### src/rtl/alu_pkg.sv
package alu_pkg;

  // Function code width and derived count of decoded functions
  localparam int FUNC_W   = 2;
  localparam int NUM_FUNC = 1 << FUNC_W;

  // Code values are part of the block's interface
  typedef enum logic [FUNC_W-1:0] {
    FN_AND  = 2'b00,
    FN_OR   = 2'b01,
    FN_NOTB = 2'b10,
    FN_ADD  = 2'b11
  } alu_fn_e;

endpackage

### src/rtl/alu_func_decode.sv
module alu_func_decode
  import alu_pkg::*;
(
  input  logic [FUNC_W-1:0]   code,
  output logic [NUM_FUNC-1:0] hot
);

  // One select line per function code
  for (genvar g = 0; g < NUM_FUNC; g++) begin : g_line
    assign hot[g] = (code == FUNC_W'(g));
  end

endmodule

### src/rtl/alu_bit_slice.sv
module alu_bit_slice
  import alu_pkg::*;
(
  input  logic              a_bit,
  input  logic              b_bit,
  input  logic              en_a,
  input  logic              en_b,
  input  logic              inv_a,
  input  logic [FUNC_W-1:0] fsel,
  input  logic              c_in,
  output logic              r_bit,
  output logic              c_out
);

  logic [NUM_FUNC-1:0] sel_hot;
  logic                a_op;
  logic                b_op;
  logic                and_t;
  logic                or_t;
  logic                notb_t;
  logic                sum_t;
  logic                gen_c;

  alu_func_decode u_dec (
    .code (fsel),
    .hot  (sel_hot)
  );

  // Operand conditioning: gate first, then optional invert of A
  always_comb begin
    a_op = (a_bit & en_a) ^ inv_a;
    b_op = b_bit & en_b;
  end

  // Logic unit and full adder
  always_comb begin
    and_t  = a_op & b_op;
    or_t   = a_op | b_op;
    notb_t = ~b_op;
    sum_t  = a_op ^ b_op ^ c_in;
    gen_c  = (a_op & b_op) | (c_in & (a_op ^ b_op));
  end

  // Output select from decoded lines
  always_comb begin
    r_bit = (sel_hot[FN_AND]  & and_t)
          | (sel_hot[FN_OR]   & or_t)
          | (sel_hot[FN_NOTB] & notb_t)
          | (sel_hot[FN_ADD]  & sum_t);
    c_out = sel_hot[FN_ADD] & gen_c;
  end

  // Assertions guarding the decoder and the carry gating
  always_comb begin
    p_one_func_r4: assert ($onehot(sel_hot))
      else $error("decoded function lines not one-hot: %b", sel_hot);
    if (fsel != FN_ADD) begin
      p_carry_zero_r9: assert (c_out == 1'b0)
        else $error("carry asserted outside sum function");
    end
    if (!en_b) begin
      p_b_gated_r6: assert (fsel != FN_NOTB || r_bit == 1'b1)
        else $error("disabled B not zero under NOT B");
    end
  end

endmodule

### src/rtl/sliced_alu.sv
module sliced_alu
  import alu_pkg::*;
#(
  parameter int WIDTH = 8
) (
  input  logic [WIDTH-1:0]  opa,
  input  logic [WIDTH-1:0]  opb,
  input  logic [FUNC_W-1:0] fsel,
  input  logic              en_a,
  input  logic              en_b,
  input  logic              inv_a,
  input  logic              inc_in,
  output logic [WIDTH-1:0]  result,
  output logic              carry_out
);

  localparam logic [WIDTH-1:0] ALL_ONES = {WIDTH{1'b1}};

  // carry_link[k] enters slice k; carry_link[WIDTH] leaves the top
  logic [WIDTH:0] carry_link;

  assign carry_link[0] = inc_in;

  for (genvar k = 0; k < WIDTH; k++) begin : g_slice
    alu_bit_slice u_slice (
      .a_bit (opa[k]),
      .b_bit (opb[k]),
      .en_a  (en_a),
      .en_b  (en_b),
      .inv_a (inv_a),
      .fsel  (fsel),
      .c_in  (carry_link[k]),
      .r_bit (result[k]),
      .c_out (carry_link[k+1])
    );
  end

  assign carry_out = carry_link[WIDTH];

  // Word-level checks on the assembled slice chain
  always_comb begin
    if (fsel == FN_ADD && !en_a && inv_a && en_b && !inc_in) begin
      p_decrement_r10: assert (result == opb - WIDTH'(1))
        else $error("decrement mismatch: %h for %h", result, opb);
    end
    if (fsel == FN_ADD && !en_a && !inv_a && !en_b) begin
      p_inc_only_r8: assert (result == WIDTH'(inc_in) && carry_out == 1'b0)
        else $error("zero operands did not yield the carry in");
    end
    if (fsel == FN_ADD && en_a && !inv_a && !en_b && !inc_in) begin
      p_pass_a_r6: assert (result == opa && !carry_out)
        else $error("A pass-through mismatch");
    end
    if (fsel == FN_AND && !en_a && !inv_a) begin
      p_a_gated_r5: assert (result == '0)
        else $error("disabled A leaked into AND");
    end
    if (fsel == FN_ADD && en_a && !inv_a && !en_b && inc_in && opa == ALL_ONES) begin
      p_full_ripple_r11: assert (result == '0 && carry_out)
        else $error("carry did not ripple through all slices");
    end
  end

endmodule

### config.mk
export PLATFORM = sky130hd
export DESIGN_NAME = sliced_alu
export DESIGN_NICKNAME = d
export VERILOG_FILES = /design/src/rtl/alu_pkg.sv /design/src/rtl/alu_func_decode.sv /design/src/rtl/alu_bit_slice.sv /design/src/rtl/sliced_alu.sv
export SDC_FILE = /design/constraint.sdc
export NUM_CORES = 1
export LEC_CHECK = 0
export BUFFER_PORTS_ARGS = -buffer_cell sky130_fd_sc_hd__buf_2
export CAP_MARGIN = 25
export CORE_UTILIZATION = 40
export DETAILED_ROUTE_END_ITERATION = 10
export PLACE_DENSITY_LB_ADDON = 0.1
export SYNTH_ARGS = -nofsm -noshare
export SYNTH_HDL_FRONTEND = slang
export SYNTH_SLANG_ARGS = --single-unit
export TNS_END_PERCENT = 30
### constraint.sdc
create_clock -name vclk -period 22.4
set_input_delay 5.6 -clock vclk [all_inputs]
set_output_delay 5.6 -clock vclk [all_outputs]
set_load 0.05 [all_outputs]
# ---- After elaboration in Yosys (flattened, before gate mapping)
# Cells that the tools add are included.
dict set report op_classes {
  n_bitwise 144
  n_reduce_logical 1
  eq_ne 3
}
# op n
set op_table {}
lappend op_table {{1-bit bitwise AND} 72}
lappend op_table {{1-bit OR} 40}
lappend op_table {{1-bit XOR} 24}
lappend op_table {{1-bit inverter} 8}
lappend op_table {{2-bit equality test, second input constant} 2}
lappend op_table {{2-bit by 1-bit equality test with 1-bit output, second input constant} 1}
lappend op_table {{2-bit logical NOT} 1}
dict set report totals {
  word_cells 148
  output_inout_bits 9
  inputBits 22
  register_bits 0
}

# ---- Depth between registers and ports, before layout
# Gate-level depths: netlist of the first run.
dict set report logic_depth {
  word_depth 27
  mapped_depth 20
  depth_no_buf 18
}

# ---- Modules after synthesis
# A second synthesis of the first run with hierarchy kept.
dict set report unflattened {
  cells_unflattened 152
  area_unflattened_um2 1181.1
}
# mod cells_per_inst area_each_um2 seq_area_each_um2 instances
set by_module_without_submodules {}
lappend by_module_without_submodules {alu_bit_slice 15 121.4 0.0 8}
lappend by_module_without_submodules {alu_func_decode 4 26.3 0.0 8}

# ---- Worst setup path before layout of the first run
# Ideal clock, no wire load.
dict set report synth_path {
  kind {input to output}
  start {input en_a}
  end {output result[7]}
  t_required_ns 16.800
  stages 20
  arrival_ns 10.458
  setup_slack_ns 6.342
  n_path_buf 2
  cell_sequence {clkbuf_1 -> nand2_1 -> xor2_1 -> fa_1 -> nor2_1 -> fa_1 -> and3_1 -> fa_1 -> and3_1 -> fa_1 -> and3_1 -> fa_1 -> and3_1 -> fa_1 -> and3_1 -> fa_1 -> and3_1 -> fa_1 -> mux4_2 -> buf_4}
}
dict set report synth_via {
  elab_chain_len 27
  word_cells_on_any_way 61
  classes_between {bitwise (61)}
}
# item line
set synth_rtl {}
lappend synth_rtl {{from (decl)} sliced_alu.sv:9} ;# input logic en_a,
lappend synth_rtl {{1-bit bitwise AND} alu_bit_slice.sv:31} ;# a_op = (a_bit & en_a) ^ inv_a;
lappend synth_rtl {{1-bit XOR} alu_bit_slice.sv:31}
lappend synth_rtl {{1-bit XOR} alu_bit_slice.sv:41} ;# gen_c = (a_op & b_op) | (c_in & (a_op ^ b_op));
lappend synth_rtl {{1-bit bitwise AND} alu_bit_slice.sv:41}
lappend synth_rtl {{1-bit OR} alu_bit_slice.sv:41}
lappend synth_rtl {{1-bit bitwise AND} alu_bit_slice.sv:50} ;# c_out = sel_hot[FN_ADD] & gen_c;
lappend synth_rtl {{1-bit bitwise AND} alu_bit_slice.sv:41}
lappend synth_rtl {{1-bit OR} alu_bit_slice.sv:41}
lappend synth_rtl {{[11 not listed]} -}
lappend synth_rtl {{1-bit OR} alu_bit_slice.sv:41}
lappend synth_rtl {{1-bit bitwise AND} alu_bit_slice.sv:50}
lappend synth_rtl {{1-bit bitwise AND} alu_bit_slice.sv:41}
lappend synth_rtl {{1-bit OR} alu_bit_slice.sv:41}
lappend synth_rtl {{1-bit bitwise AND} alu_bit_slice.sv:50}
lappend synth_rtl {{1-bit XOR} alu_bit_slice.sv:40} ;# sum_t = a_op ^ b_op ^ c_in;
lappend synth_rtl {{1-bit bitwise AND} alu_bit_slice.sv:49} ;# | (sel_hot[FN_ADD] & sum_t);
lappend synth_rtl {{1-bit OR *} alu_bit_slice.sv:49}
lappend synth_rtl {{to (decl)} sliced_alu.sv:13} ;# output logic [WIDTH-1:0] result,
# Mark *: on every way between the ends. The rest lies on a longest branch, timed or not.

# ---- Worst setup path after layout of the first run
dict set report layout_path {
  start {input inv_a}
  end {output result[7]}
}
dict set report layout_via {
  elab_chain_len 26
  word_cells_on_any_way 53
  classes_between {bitwise (53)}
}
# item line
set layout_rtl {}
lappend layout_rtl {{from (decl)} sliced_alu.sv:11} ;# input logic inv_a,
lappend layout_rtl {{1-bit XOR} alu_bit_slice.sv:31}
lappend layout_rtl {{1-bit XOR} alu_bit_slice.sv:41}
lappend layout_rtl {{1-bit bitwise AND} alu_bit_slice.sv:41}
lappend layout_rtl {{1-bit OR} alu_bit_slice.sv:41}
lappend layout_rtl {{1-bit bitwise AND} alu_bit_slice.sv:50}
lappend layout_rtl {{1-bit bitwise AND} alu_bit_slice.sv:41}
lappend layout_rtl {{1-bit OR} alu_bit_slice.sv:41}
lappend layout_rtl {{1-bit bitwise AND} alu_bit_slice.sv:50}
lappend layout_rtl {{[10 not listed]} -}
lappend layout_rtl {{1-bit OR} alu_bit_slice.sv:41}
lappend layout_rtl {{1-bit bitwise AND} alu_bit_slice.sv:50}
lappend layout_rtl {{1-bit bitwise AND} alu_bit_slice.sv:41}
lappend layout_rtl {{1-bit OR} alu_bit_slice.sv:41}
lappend layout_rtl {{1-bit bitwise AND} alu_bit_slice.sv:50}
lappend layout_rtl {{1-bit XOR} alu_bit_slice.sv:40}
lappend layout_rtl {{1-bit bitwise AND} alu_bit_slice.sv:49}
lappend layout_rtl {{1-bit OR *} alu_bit_slice.sv:49}
# Marks and branches as above.

==> results.toml, run 1 <==
[timing]
tns_ns = 0
fin_crit_sh_pct = 73.0
fin_crit_ns = 16.36
max_freq_mhz = 61.1
hold-worst-slack_ns = 11.83
relSlewSlack_pct = 70.8
worst_slew_pin_slew_ns = 0.437
setup_violations = 0
report.final.slew_viol_count = 0
rsz0062_at_grt = "false"
hold_viol_final = 0

[synthesis]
synth_fa_ha_area_share_pct = 37.1
synth.distinct_cells = 15
synth_top_family_by_area = "adder cells"
ys_warn_count = 0
avgSynthCellArea_um2 = 9.09
synthSimpleGateAreaFrac_pct = 12.0
synth_xor_area_share_pct = 14.4
synth-seq-area-share_pct = 0
synthCells = 107
synth_compound_area_share_pct = 0
synth_fp_nets = 153
muxShareOfSynthArea_pct = 18.5
syn-cell-area_um2 = 972

[setup_path]
crit_buf_inv = 2
worst_setup_path_start_kind = "primary input"
endpoint_kind = "output pin"
slowest_stage = "mux4_2"
cp_slowest_stage_delay_ns = 0.46
path_class = "in2out"
cp_data_arrival_time_ns = 10.76
cp.required_ns = 16.80
path_delay_family = "adder cells"
cp_cell_sequence = "buf_2, xor2_1, fa_1, nor2_1, fa_1, and3_1, fa_1, and3_1, fa_1, and3_1, fa_1, and3_1, fa_1, and3_1, fa_1, and3_1, fa_1, mux4_2, buf_2"
crit_fanout = 16
crit_path_frequent_cell = "fa_1"

[detailed_routing]
first_iter_violations = 9
route.met2.wl_um = 857
wl_met1_um = 738
postRouteAntennaNets = 0
wl_per_cell_um = 10.9
remaining_drc_errors = 0
dr_wl_met3_um = 45
avgViaCountPerCell = 4.59
dr.pass1.iters = 4
wl_um = 1640
via_count = 688
topRoutingLayerUsed = "met3"

[placed_design]
gp_congestion = 0.805
dpl.hpwl_um = 1330
port_buffers = 31

[finish]
n_clock_buffer = 0
layout-drive-gt1-share_pct = 33.6
final_nets = 170
seqCellArea_um2 = 0
num_antenna_cells = 0
area_growth_pct = 8.49
final_cell_mix = "buf_2, inv_1, ha_1, nand2_1"
layout_commonest_cell = "buf_2"
fillers = 253
nFlopsAndLatches = 0

[clocking]
postCtsResizedCells = 0
ctsHoldBuffers = 0
post_cts_buffers = 0

[power_and_ir_drop]
leakage_uw = 0.000607
power.density_mw_per_mm2 = 26.3
power_uw = 27.8
peakVddDrop_v = 0.0000178

[outcome]
status = "complete, no violations"

[min_path]
whs_path_depth = 3
worstHoldEndpoint = "carry_out"
hp-class = "in2out"
hp-start = "fsel[1]"

[global_route]
grtUsageTotal_pct = 14.5
grt_pass1_vias = 674
grt_pass1_wl_um = 2980
gr-total-overflow = 0
grt_max_degree = 17
antenna_found_initial = 0

[floorplanning]
die_area_mm2 = 0.00263
rows = 17
io_pins = 31
die_width_um = 51.3
die_h_um = 51.3
start_util_pct = 43.1
core-area_mm2 = 0.00225

[run]
cap_violations = 0
==> synth_stat cells <==
cell type | number | area, um^2
xor2_1 | 8 | 70.1
buf_6 | 1 | 11.3
xnor2_1 | 8 | 70.1
clkbuf_2 | 2 | 10.0
mux4_2 | 8 | 180
inv_1 | 18 | 67.6
fa_1 | 8 | 160
buf_2 | 3 | 15.0
nand2_1 | 15 | 56.3
nand2_2 | 2 | 12.5
ha_1 | 16 | 200
nor2_1 | 1 | 3.75
and3_1 | 7 | 43.8
buf_4 | 9 | 67.6
clkbuf_1 | 1 | 3.75
==> worst max path at each step <==
| stage | end | start | depth (start not counted) |
|---|---|---|---|
| CTS | result[7] | inv_a | 19 |
| global route | result[7] | inv_a | 19 |
| finish | result[7] | inv_a | 19 |
| detailed placement | result[7] | inv_a | 19 |
| global placement | result[7] | inv_a | 19 |
| floorplan | result[7] | en_a | 20 |
==> logic make-up (layout without fill, tap and decap cells) <==
kind of cell,count (synthesis),after routing
buf+inv,34,49
simple gates,25,25
fa+ha+maj,24,24
xor+xnor,16,16
mux,8,8
==> stage by stage <==
step	instance area [um^2]	std cells	setup slack, ns	util [%]
after global placement	1050	150	6.10	46.8
after floorplan	972	107	6.34	-
after global routing	1050	150	5.79	46.8
after detailed placement	1050	150	6.00	46.8
after CTS	1050	150	6.00	46.8
final	1050	150	6.04	46.8
==> worst min-delay path, stage by stage <==
cell	delay [ns]
buf_2	0.21
and3_1	0.21
buf_2	0.20
==> where the power goes <==
| part | internal (uW) | total [uW] | switching (uW) |
|---|---|---|---|
| sequential | 0 | 0 | 0 |
| clock | 0 | 0 | 0 |
| combinational | 10.0 | 27.8 | 17.8 |
==> cell type report <==
class | count | area (um^2) | area share [%]
repair buffers | 31 | 155 | 14.7
multi-input cells | 73 | 797 | 75.6
inverters | 18 | 67.6 | 6.41
well taps | 28 | 35.0 | 3.32
==> per-layer routing <==
metal / up-vias / track usage, %
met4: 0 / 0
met3: 0 / 0
met2: 14 / 26.8
li1: 353 / -
met1: 321 / 20.2
met5: - / 0
No activity file was read; power rests on OpenSTA's default activity.
==> run 2: changes to the inputs <==
- ABC_AREA: unset -> 1
- clock period: 22.4 -> 15.8 ns (I/O delays scaled with it)
==> results.toml, run 2 <==
[detailed_routing]
dr_wl_met3_um = 64
via_count = 959
route.met2.wl_um = 1000
postRouteAntennaNets = 0
dr.pass1.iters = 3
topRoutingLayerUsed = "met3"
wl_um = 2080
wl_met1_um = 1010
remaining_drc_errors = 0
first_iter_violations = 6
avgViaCountPerCell = 4.30
wl_per_cell_um = 9.32

[timing]
relSlewSlack_pct = 62.7
tns_ns = 0
report.final.slew_viol_count = 0
fin_crit_sh_pct = 80.4
hold_viol_final = 0
setup_violations = 0
max_freq_mhz = 78.7
rsz0062_at_grt = "false"
worst_slew_pin_slew_ns = 0.558
hold-worst-slack_ns = 8.51
fin_crit_ns = 12.71

[global_route]
antenna_found_initial = 0
grtUsageTotal_pct = 17.8
grt_pass1_vias = 921
grt_pass1_wl_um = 3800
grt_max_degree = 17
gr-total-overflow = 0

[finish]
nFlopsAndLatches = 0
final_util_pct = 48.7
layout_commonest_cell = "inv_1"
seqCellArea_um2 = 0
n_clock_buffer = 0
layout-drive-gt1-share_pct = 16.4
num_antenna_cells = 0
area_growth_pct = 10.4
final_nets = 243
final_cell_mix = "inv_1, nand2_1, nor2_1, buf_2, ha_1"
final_cell_count_no_fill = 223

[power_and_ir_drop]
power.density_mw_per_mm2 = 34.3
leakage_uw = 0.000768
peakVddDrop_v = 0.0000203

[synthesis]
ys_warn_count = 0
synth.most_common_cell = "inv_1"
synth_fp_nets = 223
yosys-top-cells-area = "ha_1, inv_1, fa_1, nand2_1, nor2_1"
synth-seq-area-share_pct = 0
synth_top_area_share_pct = 19.6
synth.distinct_cells = 11
syn-cell-area_mm2 = 0.00102
synth.top_cells.by_count = "inv_1, nand2_1, nor2_1, ha_1"
yosysTopAreaCell = "ha_1"
avgSynthCellArea_um2 = 5.78
synthCells = 177

[run]
cap_violations = 0

[clocking]
postCtsResizedCells = 0
post_cts_buffers = 0
ctsHoldBuffers = 0

[floorplanning]
start_util_pct = 44.1
die_h_um = 52.6
die_area_mm2 = 0.00276
rows = 17
io_pins = 31
die_width_um = 52.6
core-area_mm2 = 0.00232

[min_path]
whs_path_depth = 6
hp-class = "in2out"

[placed_design]
dp_cells = 223
gp_congestion = 0.742
dpl.hpwl_um = 1650
port_buffers = 31

[setup_path]
cp.required_ns = 11.85
endpoint_kind = "output pin"
crit_fanout = 8
cp_data_arrival_time_ns = 8.76
worst_setup_path_start_kind = "primary input"
path_class = "in2out"

[outcome]
status = "complete, no violations"
run 2: cell types whose count changed after synthesis:
cell	before	now
and3_1	7	0
inv_1	18	49
buf_6	1	0
buf_2	3	4
nand3_1	0	8
xnor2_1	8	0
nor2_2	0	1
mux4_2	8	0
nand2_1	15	42
nor2_1	1	32
nand2_2	2	0
clkbuf_2	2	0
buf_4	9	8
run 2: where the power goes:
group | total [uW] | internal [uW] | switching (uW)
registers | 0 | 0 | 0
logic | 38.7 | 11.5 | 27.2
clock network | 0 | 0 | 0
total | 38.7 | 11.5 | 27.2
run 2: through the flow:
stage | area, um^2 | worst slack [ns] | total power, uW
after floorplan | 1020 | 3.57 | 34.0
after global placement | 1130 | 3.15 | 38.3
after detailed placement | 1130 | 3.07 | 39.1
after CTS | 1130 | 3.06 | 39.2
after global routing | 1130 | 2.75 | 44.0
final | 1130 | 3.09 | 38.7
run 2: logic make-up after synthesis:
kind of cell | share of synthesized area [%]
and+or+nand+nor | 31.7
buffers and inverters | 26.2
adders and majority gates | 35.3
xor gates and xnor gates | 6.85
run 2: worst paths after layout:
| path | from | to | slack [ns] |
|---|---|---|---|
| worst max-delay path | inv_a | result[7] | 3.09 |
| worst min-delay path | fsel[0] | result[6] | 8.51 |
run 2: per-layer routing:
layer  vias up  global-route usage, %
li1        515                      -
met2        18                   34.0
met4         0                      0
met5         -                      0
met1       426                   23.4
met3         0                  0.290
run 2: cell type report:
cell class	instances	area, um^2
fillers	262	1190
multi-input cells	115	754
inverters	49	184
repair buffers	31	155
well taps	28	35.0
run 2: worst max-delay path, cell delays in order:
cell and delay (ns):
buf_2 0.23, xor2_1 0.30, fa_1 0.23, nor2_1 0.07, fa_1 0.41, inv_1 0.07
nor2_1 0.05, fa_1 0.37, inv_1 0.07, nor2_1 0.05, fa_1 0.37, inv_1 0.06
nor2_1 0.05, fa_1 0.38, inv_1 0.06, nor2_1 0.05, fa_1 0.39, inv_1 0.06
nor2_1 0.05, fa_1 0.37, inv_1 0.06, nor2_1 0.05, fa_1 0.50, inv_1 0.04
nor2_1 0.09, nor2_1 0.06, nand2_1 0.05, buf_2 0.25
==> run 3: changes to the inputs <==
- clock period: 15.8 -> 11.5 ns (I/O delays scaled with it)
==> results.toml, run 3 (synthesis gave the netlist of run 2 again) <==
[floorplanning]
io_pins = 31
die_h_um = 52.6
core-area_mm2 = 0.00232
die_width_um = 52.6
rows = 17
start_util_pct = 44.1
die_area_mm2 = 0.00276

[finish]
nFlopsAndLatches = 0
area_growth_pct = 11.1
final_nets = 244
final_util_pct = 49.0
num_antenna_cells = 0
seqCellArea_um2 = 0
final_cell_count_no_fill = 224
layout_commonest_cell = "inv_1"
n_clock_buffer = 0
final_cell_mix = "inv_1, nand2_1, nor2_1, buf_2, ha_1"
layout-drive-gt1-share_pct = 16.8

[power_and_ir_drop]
p_comb_share_pct = 100.0
power.density_mw_per_mm2 = 47.2
internal-power_uw = 16.2
peakVddDrop_v = 0.0000263
p_sw_uw = 37.4
leakage_uw = 0.000773
clockPowerShare_pct = 0
pwr-share-seq_pct = 0
switching_share_pct = 69.7

[placed_design]
gp_congestion = 0.731
port_buffers = 31
dp_cells = 224
dpl.hpwl_um = 1680

[setup_path]
worst_setup_path_start_kind = "primary input"
critical_path.startpoint = "inv_a"
endpoint_kind = "output pin"
cp_data_arrival_time_ns = 7.55
crit_fanout = 8
cp.required_ns = 8.63
path_class = "in2out"

[timing]
relSlewSlack_pct = 73.7
worst_slew_pin_slew_ns = 0.394
hold-worst-slack_ns = 6.35
tns_ns = 0
report.final.slew_viol_count = 0
setup_violations = 0
fin_crit_ns = 10.42
max_freq_mhz = 95.9
rsz0062_at_grt = "false"
hold_viol_final = 0
fin_crit_sh_pct = 90.6

[global_route]
grtUsageTotal_pct = 17.3
antenna_found_initial = 0
gr-total-overflow = 0
grt_max_degree = 16
grt_pass1_wl_um = 3660
grt_pass1_vias = 883

[detailed_routing]
via_count = 952
wl_um = 2100
remaining_drc_errors = 0
avgViaCountPerCell = 4.25
first_iter_violations = 8
postRouteAntennaNets = 0
dr.pass1.iters = 4
wl_per_cell_um = 9.36

[min_path]
hp-class = "in2out"
hp-start = "fsel[0]"

[run]
cap_violations = 0

[clocking]
postCtsResizedCells = 0
ctsHoldBuffers = 0
post_cts_buffers = 0

[outcome]
status = "complete, no violations"
## run 3: cell types whose count changed in the layout (fill, tap and decap cells not counted)
cell / previous run / this run
buf_4: 0 / 1
## run 3: through the flow
stage                     total power (uW)  setup slack, ns  area [um^2]
after global placement                52.7             1.19         1140
after detailed placement              54.3             1.08         1140
after floorplan                       46.7             1.42         1020
after global routing                  61.0            0.691         1140
final                                 53.6             1.08         1140
after CTS                             54.6             1.06         1140
## run 3: critical path: stages
cell and delay, ns:
buf_2 0.23, xor2_1 0.33, fa_1 0.24, nor2_1 0.06, fa_1 0.37, inv_1 0.07, nor2_1 0.05, fa_1 0.37
inv_1 0.06, nor2_1 0.05, fa_1 0.37, inv_1 0.06, nor2_1 0.05, fa_1 0.36, inv_1 0.07, nor2_1 0.05
fa_1 0.35, inv_1 0.06, nor2_1 0.05, fa_1 0.37, inv_1 0.06, nor2_1 0.05, fa_1 0.48, inv_1 0.04
nor2_1 0.09, nor2_1 0.05, nand2_1 0.04, buf_2 0.25
## run 3: power by group through the flow
stage / Clock, uW / Combinational [uW] / Sequential [uW]
2_1_floorplan: 0 / 46.7 / 0
3_3_place_gp: 0 / 52.7 / 0
3_5_place_dp: 0 / 54.3 / 0
4_1_cts: 0 / 54.6 / 0
5_1_grt: 0 / 61.0 / 0
6_report: 0 / 53.6 / 0
## run 3: routing by layer
metal | vias to the layer above | share of wire, % | global-route usage (%)
met4 | 0 | 0 | 0.439
met2 | 18 | 49 | 33.3
li1 | 517 | - | -
met1 | 417 | 48 | 22.2
met3 | 0 | 2.5 | 0.290
met5 | - | 0 | 0
## run 3: worst paths after layout
path / cells after the start / slack (ns) / endpoint
worst min-delay path: 6 / 6.35 / result[6]
worst max-delay path: 28 / 1.08 / result[7]
## run 3: area by class of cell
cell class	instances	area, um^2
fill	265	1180
multi-input combinational	115	754
inverter	49	184
timing repair buffer	32	163
tap	28	35.0
